File: src/rtl/dsm_pkg.sv
package dsm_pkg;

    // Mapping policies, as encoded in disp_cfg[6:5]
    typedef enum logic [1:0] {
        MAP_DIRECT    = 2'b00,
        MAP_DOUBLE    = 2'b01,
        MAP_ALT_FIELD = 2'b10,
        MAP_EVEN_ONLY = 2'b11
    } map_mode_e;

    localparam int MODE_LSB = 5;

    // Per-line decision taken from the policy
    typedef struct packed {
        logic lcd_take;   // panel takes this line
        logic img_halve;  // image line is the scan line divided by two
    } line_plan_t;

    function automatic map_mode_e cfg_to_mode(input logic [7:0] cfg);
        return map_mode_e'(cfg[MODE_LSB+1:MODE_LSB]);
    endfunction

    function automatic line_plan_t plan_line(input map_mode_e mode,
                                             input logic      odd_line,
                                             input logic      field);
        line_plan_t p;
        p.img_halve = 1'b0;
        p.lcd_take  = 1'b1;
        case (mode)
            MAP_DIRECT:    p.lcd_take = 1'b1;
            MAP_DOUBLE: begin
                p.img_halve = 1'b1;
                p.lcd_take  = ~odd_line;
            end
            MAP_ALT_FIELD: p.lcd_take = (odd_line == field);
            MAP_EVEN_ONLY: p.lcd_take = ~odd_line;
            default:       p.lcd_take = 1'b0;
        endcase
        return p;
    endfunction

endpackage

File: src/rtl/dsm_vcount.sv
module dsm_vcount #(
    parameter int TOTAL_LINES  = 525,
    parameter int ACTIVE_LINES = 480,
    parameter int CNT_W        = $clog2(TOTAL_LINES)
) (
    input  logic             clk,
    input  logic             rst,
    input  logic             line_tick,
    output logic [CNT_W-1:0] nxt_line,
    output logic             nxt_wrap,
    output logic             nxt_active
);
    localparam logic [CNT_W-1:0] LAST   = CNT_W'(TOTAL_LINES - 1);
    localparam logic [CNT_W-1:0] VISIBLE = CNT_W'(ACTIVE_LINES);

    logic [CNT_W-1:0] line_q;

    // Line that the next tick begins
    always_comb begin
        nxt_line   = (line_q == LAST) ? '0 : line_q + 1'b1;
        nxt_wrap   = (line_q == LAST);
        nxt_active = (nxt_line < VISIBLE);
    end

    // Reset parks on the last line so the first tick opens line 0
    always_ff @(posedge clk) begin
        if (rst)
            line_q <= LAST;
        else if (line_tick)
            line_q <= nxt_line;
    end
endmodule

File: src/rtl/dsm_cfg_shadow.sv
module dsm_cfg_shadow
    import dsm_pkg::*;
(
    input  logic      clk,
    input  logic      rst,
    input  logic      line_tick,
    input  logic      nxt_wrap,
    input  logic [7:0] disp_cfg,
    output map_mode_e mode_eff,
    output logic      field_eff
);
    map_mode_e mode_q;
    logic      field_q;
    logic      primed_q;

    // At a frame boundary the new frame's values are used straight away
    always_comb begin
        if (nxt_wrap) begin
            mode_eff  = cfg_to_mode(disp_cfg);
            field_eff = primed_q ? ~field_q : 1'b0;
        end else begin
            mode_eff  = mode_q;
            field_eff = field_q;
        end
    end

    always_ff @(posedge clk) begin
        if (rst) begin
            mode_q   <= MAP_DIRECT;
            field_q  <= 1'b0;
            primed_q <= 1'b0;
        end else if (line_tick && nxt_wrap) begin
            mode_q   <= mode_eff;
            field_q  <= field_eff;
            primed_q <= 1'b1;
        end
    end
endmodule

File: src/rtl/dsm_lcd_index.sv
module dsm_lcd_index #(
    parameter int IDX_W = 9
) (
    input  logic             clk,
    input  logic             rst,
    input  logic             line_tick,
    input  logic             nxt_wrap,
    input  logic             take,
    output logic [IDX_W-1:0] idx_eff
);
    logic [IDX_W-1:0] used_q;

    // Row that a taken line would land on
    always_comb idx_eff = nxt_wrap ? '0 : used_q;

    always_ff @(posedge clk) begin
        if (rst)
            used_q <= '0;
        else if (line_tick)
            used_q <= idx_eff + IDX_W'(take);
    end
endmodule

File: src/rtl/dsm_scan_mapper.sv
module dsm_scan_mapper
    import dsm_pkg::*;
#(
    parameter int TOTAL_LINES  = 525,
    parameter int ACTIVE_LINES = 480,
    parameter int CNT_W        = $clog2(TOTAL_LINES),
    parameter int IMG_W        = $clog2(ACTIVE_LINES)
) (
    input  logic             clk,
    input  logic             rst,
    input  logic             line_tick,
    input  logic [7:0]       disp_cfg,
    output logic             crt_active,
    output logic [IMG_W-1:0] crt_img_line,
    output logic             lcd_valid,
    output logic [IMG_W-1:0] lcd_line,
    output logic [IMG_W-1:0] lcd_img_line,
    output logic             frame_start
);
    logic [CNT_W-1:0] nxt_line;
    logic             nxt_wrap;
    logic             nxt_active;
    map_mode_e        mode_eff;
    logic             field_eff;
    line_plan_t       plan;
    logic             take;
    logic [IMG_W-1:0] idx_eff;
    logic [IMG_W-1:0] img_full;
    logic [IMG_W-1:0] img_sel;

    dsm_vcount #(
        .TOTAL_LINES (TOTAL_LINES),
        .ACTIVE_LINES(ACTIVE_LINES),
        .CNT_W       (CNT_W)
    ) u_vcount (
        .clk       (clk),
        .rst       (rst),
        .line_tick (line_tick),
        .nxt_line  (nxt_line),
        .nxt_wrap  (nxt_wrap),
        .nxt_active(nxt_active)
    );

    dsm_cfg_shadow u_shadow (
        .clk      (clk),
        .rst      (rst),
        .line_tick(line_tick),
        .nxt_wrap (nxt_wrap),
        .disp_cfg (disp_cfg),
        .mode_eff (mode_eff),
        .field_eff(field_eff)
    );

    always_comb begin
        plan     = plan_line(mode_eff, nxt_line[0], field_eff);
        take     = nxt_active & plan.lcd_take;
        img_full = IMG_W'(nxt_line);
        img_sel  = plan.img_halve ? (img_full >> 1) : img_full;
    end

    dsm_lcd_index #(
        .IDX_W(IMG_W)
    ) u_index (
        .clk      (clk),
        .rst      (rst),
        .line_tick(line_tick),
        .nxt_wrap (nxt_wrap),
        .take     (take),
        .idx_eff  (idx_eff)
    );

    // Output stage: one register between tick and outputs
    always_ff @(posedge clk) begin
        if (rst) begin
            crt_active   <= 1'b0;
            crt_img_line <= '0;
            lcd_valid    <= 1'b0;
            lcd_line     <= '0;
            lcd_img_line <= '0;
            frame_start  <= 1'b0;
        end else if (line_tick) begin
            crt_active   <= nxt_active;
            crt_img_line <= nxt_active ? img_sel : '0;
            lcd_valid    <= take;
            frame_start  <= nxt_wrap;
            if (take) begin
                lcd_line     <= idx_eff;
                lcd_img_line <= img_sel;
            end
        end else begin
            lcd_valid   <= 1'b0;
            frame_start <= 1'b0;
        end
    end
endmodule

File: config.mk
export PLATFORM = sky130hd
export DESIGN_NAME = dsm_scan_mapper
export DESIGN_NICKNAME = d
export VERILOG_FILES = /design/src/rtl/dsm_pkg.sv /design/src/rtl/dsm_vcount.sv /design/src/rtl/dsm_cfg_shadow.sv /design/src/rtl/dsm_lcd_index.sv /design/src/rtl/dsm_scan_mapper.sv
export SDC_FILE = /design/constraint.sdc
export NUM_CORES = 1
export LEC_CHECK = 0
export BUFFER_PORTS_ARGS = -buffer_cell sky130_fd_sc_hd__buf_2
export CORE_MARGIN = 2
export CORE_UTILIZATION = 35
export CTS_BUF_LIST = sky130_fd_sc_hd__clkbuf_8
export DETAILED_ROUTE_END_ITERATION = 10
export PLACE_DENSITY = 0.49
export SYNTH_ARGS = -nofsm -noshare
export SYNTH_HDL_FRONTEND = slang
export SYNTH_SLANG_ARGS = --single-unit
File: constraint.sdc
create_clock -name clk -period 4 [get_ports clk]
set_clock_uncertainty 0.1 [all_clocks]
set_input_delay 0.6 -clock clk [delete_from_list [all_inputs] [get_ports clk]]
set_output_delay 0.6 -clock clk [all_outputs]
set_load 0.05 [all_outputs]
==> impl_results.md, run 1 <==
- Outcome: complete, no violations
- CTS tree: done
- Hold Buf Count CTS: 0
- GRT Total Usage: 0.159
- Vias: between 2,000 and 2,500
- H-tree depth: 2
- Power Total: approximately 1.4 mW
- Initial antenna violation count: 0
- CP arrival: 3380 ps
- Post-Syn Instances: 323
- CTS Root Cell: clkbuf_8
- Flops & latches, synth: 53
- Synthesized area per cell: 8.41 sq um
- Mapped cell area: 2720 sq um
- Design area: ~3000 sq um
- Mux cell area share after synthesis: 0.0641
- Setup TNS: 0 ps
- CTS Sinks: 53
- Pwr/cell area: 452 nW/um^2
- Worst slew pin tran: 958 ps
- Max Cap Viol: 0
- DRT iter0 DRCs: 128
- Longest Clk Path Bufs: 2
- Filler cell count: 822
- Antenna viol nets, final: 0
- Adder-cell share of the synthesized area: 0.0184
- Antenna cell count: 0
- WL final: 6.42 mm
- Synth Area in XOR/XNOR: 0.0355
- Crit Path Category: reg -> reg
- WL per Instance: 14.4 um
- Final Setup Violations: 0
- Largest family of logic cells by synthesized area: simple AND/OR/NAND/NOR gates
- Minimum clock period after layout: 3300 ps
- Critical path fanouts, max: 20
- Synth Area in Compound Gates: 0.158
- Hold Vio Cnt, Final: 0
- Row count: 32
- Max Clk Rate: ~300 MHz
- First-pass GRT wire length: 10.8 mm
- RSZ-0062 raised after global routing: no
- Mapped Nets: around 340
- Gpl congestion: 0.776
- Starting Density: 0.357
- WHS Path Cells: 2
- Rel. slew slack: 0.361
- Flop2flop setup slack: 700 ps
- Worst-path clk slew: roughly 100 ps
- Post-synth top area share: 0.391
- Worst hold start: lcd_line[3]$_SDFFE_PP0P_
- Placed cell area: 2920 sq um
- Main synth FF type: dfxtp_1
- Startpoint Class: flop
- Synth warn: 0
- Max VDD drop: 0.220 mV
- Worst Hold End: lcd_line[3]$_SDFFE_PP0P_
- Unique masters post-synth: 50
- EDFF count, synth: 0
- Later-pin clock latency in the skew report: 310 ps
- Dpl ws: about 660 ps
- Cts repair resizes: 0
- DIE WIDTH: 92.1 um
- TritonRoute pass-1 iters: 4
- Min-delay worst type: reg -> reg
- P&R area growth vs syn: 11.6%
- Nets: around 360
- Buffers on Ports: 34
- Drt drc: 0
- DR vias/cell: 5.19
- Top cell type by total area after synthesis: dfxtp_1
- Fraction of registers with async set/reset: 0
- Die Area: ~8500 sq um
- Synth top area cells: dfxtp_1 39%, nor2_1 6.6%, a21oi_1 5.2%, mux2i_1 5.2%, nand3_1 3.3%
- Pin count of the biggest net entering global routing: 54
- Placed wire-length estimate: 4.25 mm
- Worst Setup End Kind: flop
- Share of cells above drive strength 1: 0.177
- Post-synthesis simple-gate area fraction: 0.274
- Hold slack: 370 ps
- TritonCTS buffer count: 5
- Slew Limit Fails: 0
- Reg2reg start: u_vcount.line_q[2]$_SDFFE_PP1P_
- Leak Pwr: 1.18 nW
- Total congestion overflow: 0
- Vias in the first global route: between 2,000 and 2,500
- # Post-CTS Setup Buffers: 0
- Period utilization: 0.826
- Worst R2R End: u_index.used_q[8]$_SDFFE_PP0P_
- Register area share after synthesis: 0.391
- Core Area: between 7000 and 8000 sq um
- WP data required: 4080 ps
- Worst R2R Path Depth: 13
- Io pins: 41
- Final WS setup: 698 ps
- Die height: between 90 and 100 um
[worst max-delay path, cell delays in order, from the launching register on]
cell and delay (ps):
dfxtp_1 610, nand2_1 210, nor4_4 330, buf_4 300, a21oi_1 130, nor3_1 230
ha_1 210, ha_1 180, nand3_1 110, nor3_1 210, and3_1 220, nand4_1 120
xnor2_1 160, nor2_1 50
[metrics by stage]
stage | instances | utilization
3_3_place_gp | 439 | 0.383
4_1_cts | 447 | 0.398
3_5_place_dp | 439 | 0.383
2_1_floorplan | 323 | -
5_1_grt | 447 | 0.398
6_report | 447 | 0.398
[placed cells by master (no fill, tap or decap), types with 2 or more instances in the layout]
cell / n
dfxtp_1: 53
nor2_1: 48
buf_2: 34
a21oi_1: 28
nand2_1: 20
nand3_1: 18
mux2i_1: 14
nand2b_1: 14
o21ai_0: 11
nor3_1: 7
xnor2_1: 6
and3_1: 6
a22oi_1: 6
buf_4: 6
inv_1: 5
nand4_1: 5
xor2_1: 5
clkbuf_8: 5
nor2b_1: 4
a32oi_1: 4
a211oi_1: 4
ha_1: 4
mux2_2: 3
nor3b_1: 3
or2_2: 3
nor4_4: 2
and2_1: 2
o21ai_1: 2
[state kept, by name, indices dropped and copies added (netlist names)]
name / count
crt_active: 1
crt_img_line: 9
frame_start: 1
lcd_img_line: 9
lcd_line: 9
lcd_valid: 1
u_index.used_q: 9
u_shadow.field_q: 1
u_shadow.mode_q: 2
u_shadow.primed_q: 1
u_vcount.line_q: 10
[how the worst max path moves through the flow]
stage	from	end	slack, ps
after CTS	u_vcount.line_q[2]$_SDFFE_PP1P_	u_index.used_q[8]$_SDFFE_PP0P_	660
final	u_vcount.line_q[2]$_SDFFE_PP1P_	u_index.used_q[8]$_SDFFE_PP0P_	700
after global routing	u_vcount.line_q[2]$_SDFFE_PP1P_	u_index.used_q[8]$_SDFFE_PP0P_	300
after global placement	u_vcount.line_q[2]$_SDFFE_PP1P_	u_index.used_q[8]$_SDFFE_PP0P_	680
after floorplan	u_vcount.line_q[1]$_SDFFE_PP0P_	u_index.used_q[7]$_SDFFE_PP0P_	980
after detailed placement	u_vcount.line_q[2]$_SDFFE_PP1P_	u_index.used_q[8]$_SDFFE_PP0P_	660
[layer usage]
metal  GRT usage  routed length [um]  up-vias
li1            -                   -     1167
met4      0.0510                  95        0
met1       0.229                3310     1088
met3      0.0337                 332        8
met2       0.236                2690       57
met5           0                   0        -
[Yosys cell counts, types with 5 or more instances]
cell type  instances
o21ai_0           11
a22oi_1            6
nand4_1            5
xor2_1             5
dfxtp_1           53
and3_1             6
a21oi_1           28
inv_1              5
nand3_1           18
mux2i_1           14
xnor2_1            6
nor2_1            48
nand2_1           20
nand2b_1          14
buf_2              5
clkbuf_1          13
nor3_1             7
[area by class of cell]
class | instances | area [sq um] | share of cell area
clock inverter | 3 | 43.8 | 0.0145
timing repair buffer | 40 | 215 | 0.0710
inverter | 5 | 18.8 | 0.00620
clock buffer | 5 | 68.8 | 0.0227
sequential | 53 | 1060 | 0.350
multi-input combinational | 239 | 1490 | 0.493
tap | 102 | 128 | 0.0421
[where the power goes]
| part | internal [mW] | switching [mW] | leakage [nW] |
|---|---|---|---|
| sequential | 0.563 | 0.0347 | 0.430 |
| clock | 0.188 | 0.189 | 0.0585 |
| combinational | 0.130 | 0.266 | 0.689 |
| total | 0.880 | 0.489 | 1.18 |
[cell families (layout without fill, tap and decap cells)]
kind of cell,after synthesis,after routing
AND/OR/NAND/NOR,142,142
flip-flops,53,53
multiplexers,17,17
AO/OA/AOI/OAI,65,65
adder cells (fa/ha/maj),4,4
XOR/XNOR,11,11
buffers and inverters,31,53
Note: power is estimated with default switching activity, not from simulation.
==> run 2: changes to the inputs <==
Settings changed: ABC_AREA set to 1, PLACE_DENSITY 0.49 to 0.5.
Clock period 4 ns to 3.22 ns, I/O delays scaled along.
==> run 2 against run 1 <==
  * Clock power grew 18%
  * Sequential power is 20% higher
  * First-iteration DRC count shrank 43%
  * Maximum frequency is 15% higher
  * Die area is 4.5% lower
  * Total power is 13% higher
  * Worst setup slack got worse by 350 ps
  * Register-to-register slack got worse by 350 ps
  * Critical path type unchanged
  * Design area decreased by 2.9%
  * Wire length fell by 5.0%
  * Global-route usage rose by 0.18 points
  * Combinational power shrank 2%
==> impl_results.md, run 2 <==
- H-tree depth: 2
- Post-Syn Instances: 369
- WL per Instance: 12.2 um
- Nets: 415
- Area of the multi-input gates: 1310 sq um
- EDFF count, synth: 0
- Post-synth top area share: 0.410
- Flop2flop setup slack: approximately 350 ps
- WHS Path Cells: 3
- Dpl ws: about 370 ps
- Initial antenna violation count: 0
- Crit Path Category: reg -> reg
- DRT iter0 DRCs: 73
- Mapped cell area: 2590 sq um
- Row count: 31
- Vias: approximately 2,400
- Startpoint Class: flop
- Min-delay worst type: in -> reg
- Worst Setup End Kind: flop
- Hold Buf Count CTS: 0
- CP arrival: 2970 ps
- Outcome: complete, no violations
- P&R area growth vs syn: 13.7%
- Buffers on Ports: 34
- Die Area: about 8000 sq um
- Leak Pwr: 1.38 nW
- Worst R2R End: u_index.used_q[8]$_SDFFE_PP0P_
- Final Core Density: 0.408
- CTS Sinks: 53
- Top cell type by total area after synthesis: dfxtp_1
- Power Total: about 1.6 mW
- Vias in the first global route: 2,338
- Longest Clk Path Bufs: 2
- Max Clk Rate: 349 MHz
- Die height: ~90 um
- Max Cap Viol: 0
- Gpl congestion: 0.765
- Core Area: around 7200 sq um
- Fraction of registers with async set/reset: 0
- Placed wire-length estimate: 4.33 mm
- Share of cells above drive strength 1: 0.168
- Reg2reg start: u_vcount.line_q[0]$_SDFFE_PP0P_
- Setup TNS: 0 ps
- DR vias/cell: about 4.7
- TritonRoute pass-1 iters: 5
- Final Setup Violations: 0
- First-pass GRT wire length: 10.7 mm
- Worst hold start: disp_cfg[5]
- Starting Density: 0.359
- Hold Vio Cnt, Final: 0
- Worst Hold End: u_shadow.mode_q[0]$_SDFFE_PP0P_
- Cts repair resizes: 0
- Pwr/cell area: roughly 530 nW/um^2
- Worst-path clk slew: around 90 ps
- Worst R2R Path Depth: 20
- Worst slew pin tran: 1110 ps
- Largest register FFs: 10
- GRT Total Usage: 0.161
- Register area share after synthesis: 0.410
- Later-pin clock latency in the skew report: 310 ps
- Filler cell count: 828
- Most common cell after layout, fill and taps aside: nand2_1
- Rel. slew slack: 0.262
- Register area: 1060 sq um
- Placed cells: 492
- Flops & latches, synth: 53
- Max VDD drop: 0.293 mV
- Unique masters post-synth: 33
- Most frequent cell after synthesis: nand2_1
- Io pins: 41
- # Post-CTS Setup Buffers: 0
- Synth cell count leaders: 105 x nand2_1, 53 x dfxtp_1, 37 x a21oi_1
- Post-Layout Cell Count: approximately 500
- WL final: 6.10 mm
- CTS tree: done
- Mapped Nets: ~380
- Drt drc: 0
- Main synth FF type: dfxtp_1
- Minimum clock period after layout: roughly 2900 ps
- Final WS setup: 351 ps
- Top reg by flops: u_vcount.line_q
- Total congestion overflow: 0
- WP data required: roughly 3300 ps
- RSZ-0062 raised after global routing: no
- Antenna cell count: 0
- Slew Limit Fails: 0
- Pin count of the biggest net entering global routing: 36
- Period utilization: 0.891
- Critical path fanouts, max: 5
- Synthesized area per cell: 7.01 sq um
- TritonCTS buffer count: 5
- DIE WIDTH: 90.0 um
- Most frequent cells in the layout: 105 x nand2_1, 53 x dfxtp_1, 37 x a21oi_1
- Synth top area cells: dfxtp_1 41%, nand2_1 15%, a21oi_1 7.2%, inv_1 4.9%, nor2_1 4.9%
- Synth warn: 0
- Critical Path Start: u_vcount.line_q[0]$_SDFFE_PP0P_
- CTS Root Cell: clkbuf_8
- Antenna viol nets, final: 0
-- run 2: changes by cell type after synthesis, moves of 7 or more --
cell,change
mux2i_1,-14
nand2_1,+85
nand2b_1,-14
nor2_1,-14
o21ai_0,+8
nand3_1,+7
a21oi_1,+9
inv_1,+29
-- run 2: through the flow --
stage	hold WS, ps	area [sq um]
detailed placement	355	2840
finish	367	2940
floorplan	330	2590
global route	385	2940
global placement	351	2840
CTS	370	2940
-- run 2: kinds of logic (layout without fill, tap and decap cells) --
kind of cell / count (synthesis) / in the layout / share of synthesized area
xor gates and xnor gates: 1 / 1 / 0.00339
DFF: 53 / 53 / 0.410
and+or+nand+nor: 191 / 191 / 0.345
buffers and inverters: 52 / 83 / 0.0851
adders and majority gates: 4 / 4 / 0.0193
AOI/OAI and AO/OA: 68 / 68 / 0.137
-- run 2: routing by layer --
layer | wire length, um | global-route usage | share of wire
met2 | 2960 | 0.291 | 0.49
met4 | 95 | 0.0513 | 0.016
met5 | 0 | 0 | 0
met1 | 2890 | 0.192 | 0.47
met3 | 156 | 0.0302 | 0.026
-- run 2: final cells by class --
| cell class | instances | share of cell area |
|---|---|---|
| Multi-Input combinational cell | 264 | 0.444 |
| Sequential cell | 53 | 0.361 |
| Timing Repair Buffer | 39 | 0.0706 |
| Inverter | 37 | 0.0472 |
| Tap cell | 99 | 0.0421 |
| Clock buffer | 5 | 0.0234 |
| Clock inverter | 2 | 0.0119 |
-- run 2: worst max path at each step --
stage                                           endpoint  slack [ps]
after detailed placement  u_index.used_q[8]$_SDFFE_PP0P_         370
after CTS                 u_index.used_q[8]$_SDFFE_PP0P_         340
after global routing      u_index.used_q[8]$_SDFFE_PP0P_          20
after global placement    u_index.used_q[8]$_SDFFE_PP0P_         390
after floorplan           u_index.used_q[8]$_SDFFE_PP0P_         540
final                     u_index.used_q[8]$_SDFFE_PP0P_         350
-- run 2: power by group --
part / internal [mW] / leakage (nW) / switching, mW
Combinational: 0.103 / 0.892 / 0.286
Clock: 0.226 / 0.0540 / 0.217
Sequential: 0.695 / 0.432 / 0.0248
-- run 2: worst max-delay path, cell delays in order, from the launching register on --
cell	delay, ps
dfxtp_1	410
ha_1	210
inv_1	80
nor2_4	170
nand3_1	80
nand2_1	150
nor2_1	70
nand3_1	80
nand2_2	100
inv_1	90
nand2_1	50
inv_1	50
ha_1	160
ha_1	140
nand2_1	70
inv_1	110
nand4_1	120
nor2_1	210
nand2_1	100
o21ai_0	160
a21oi_1	60
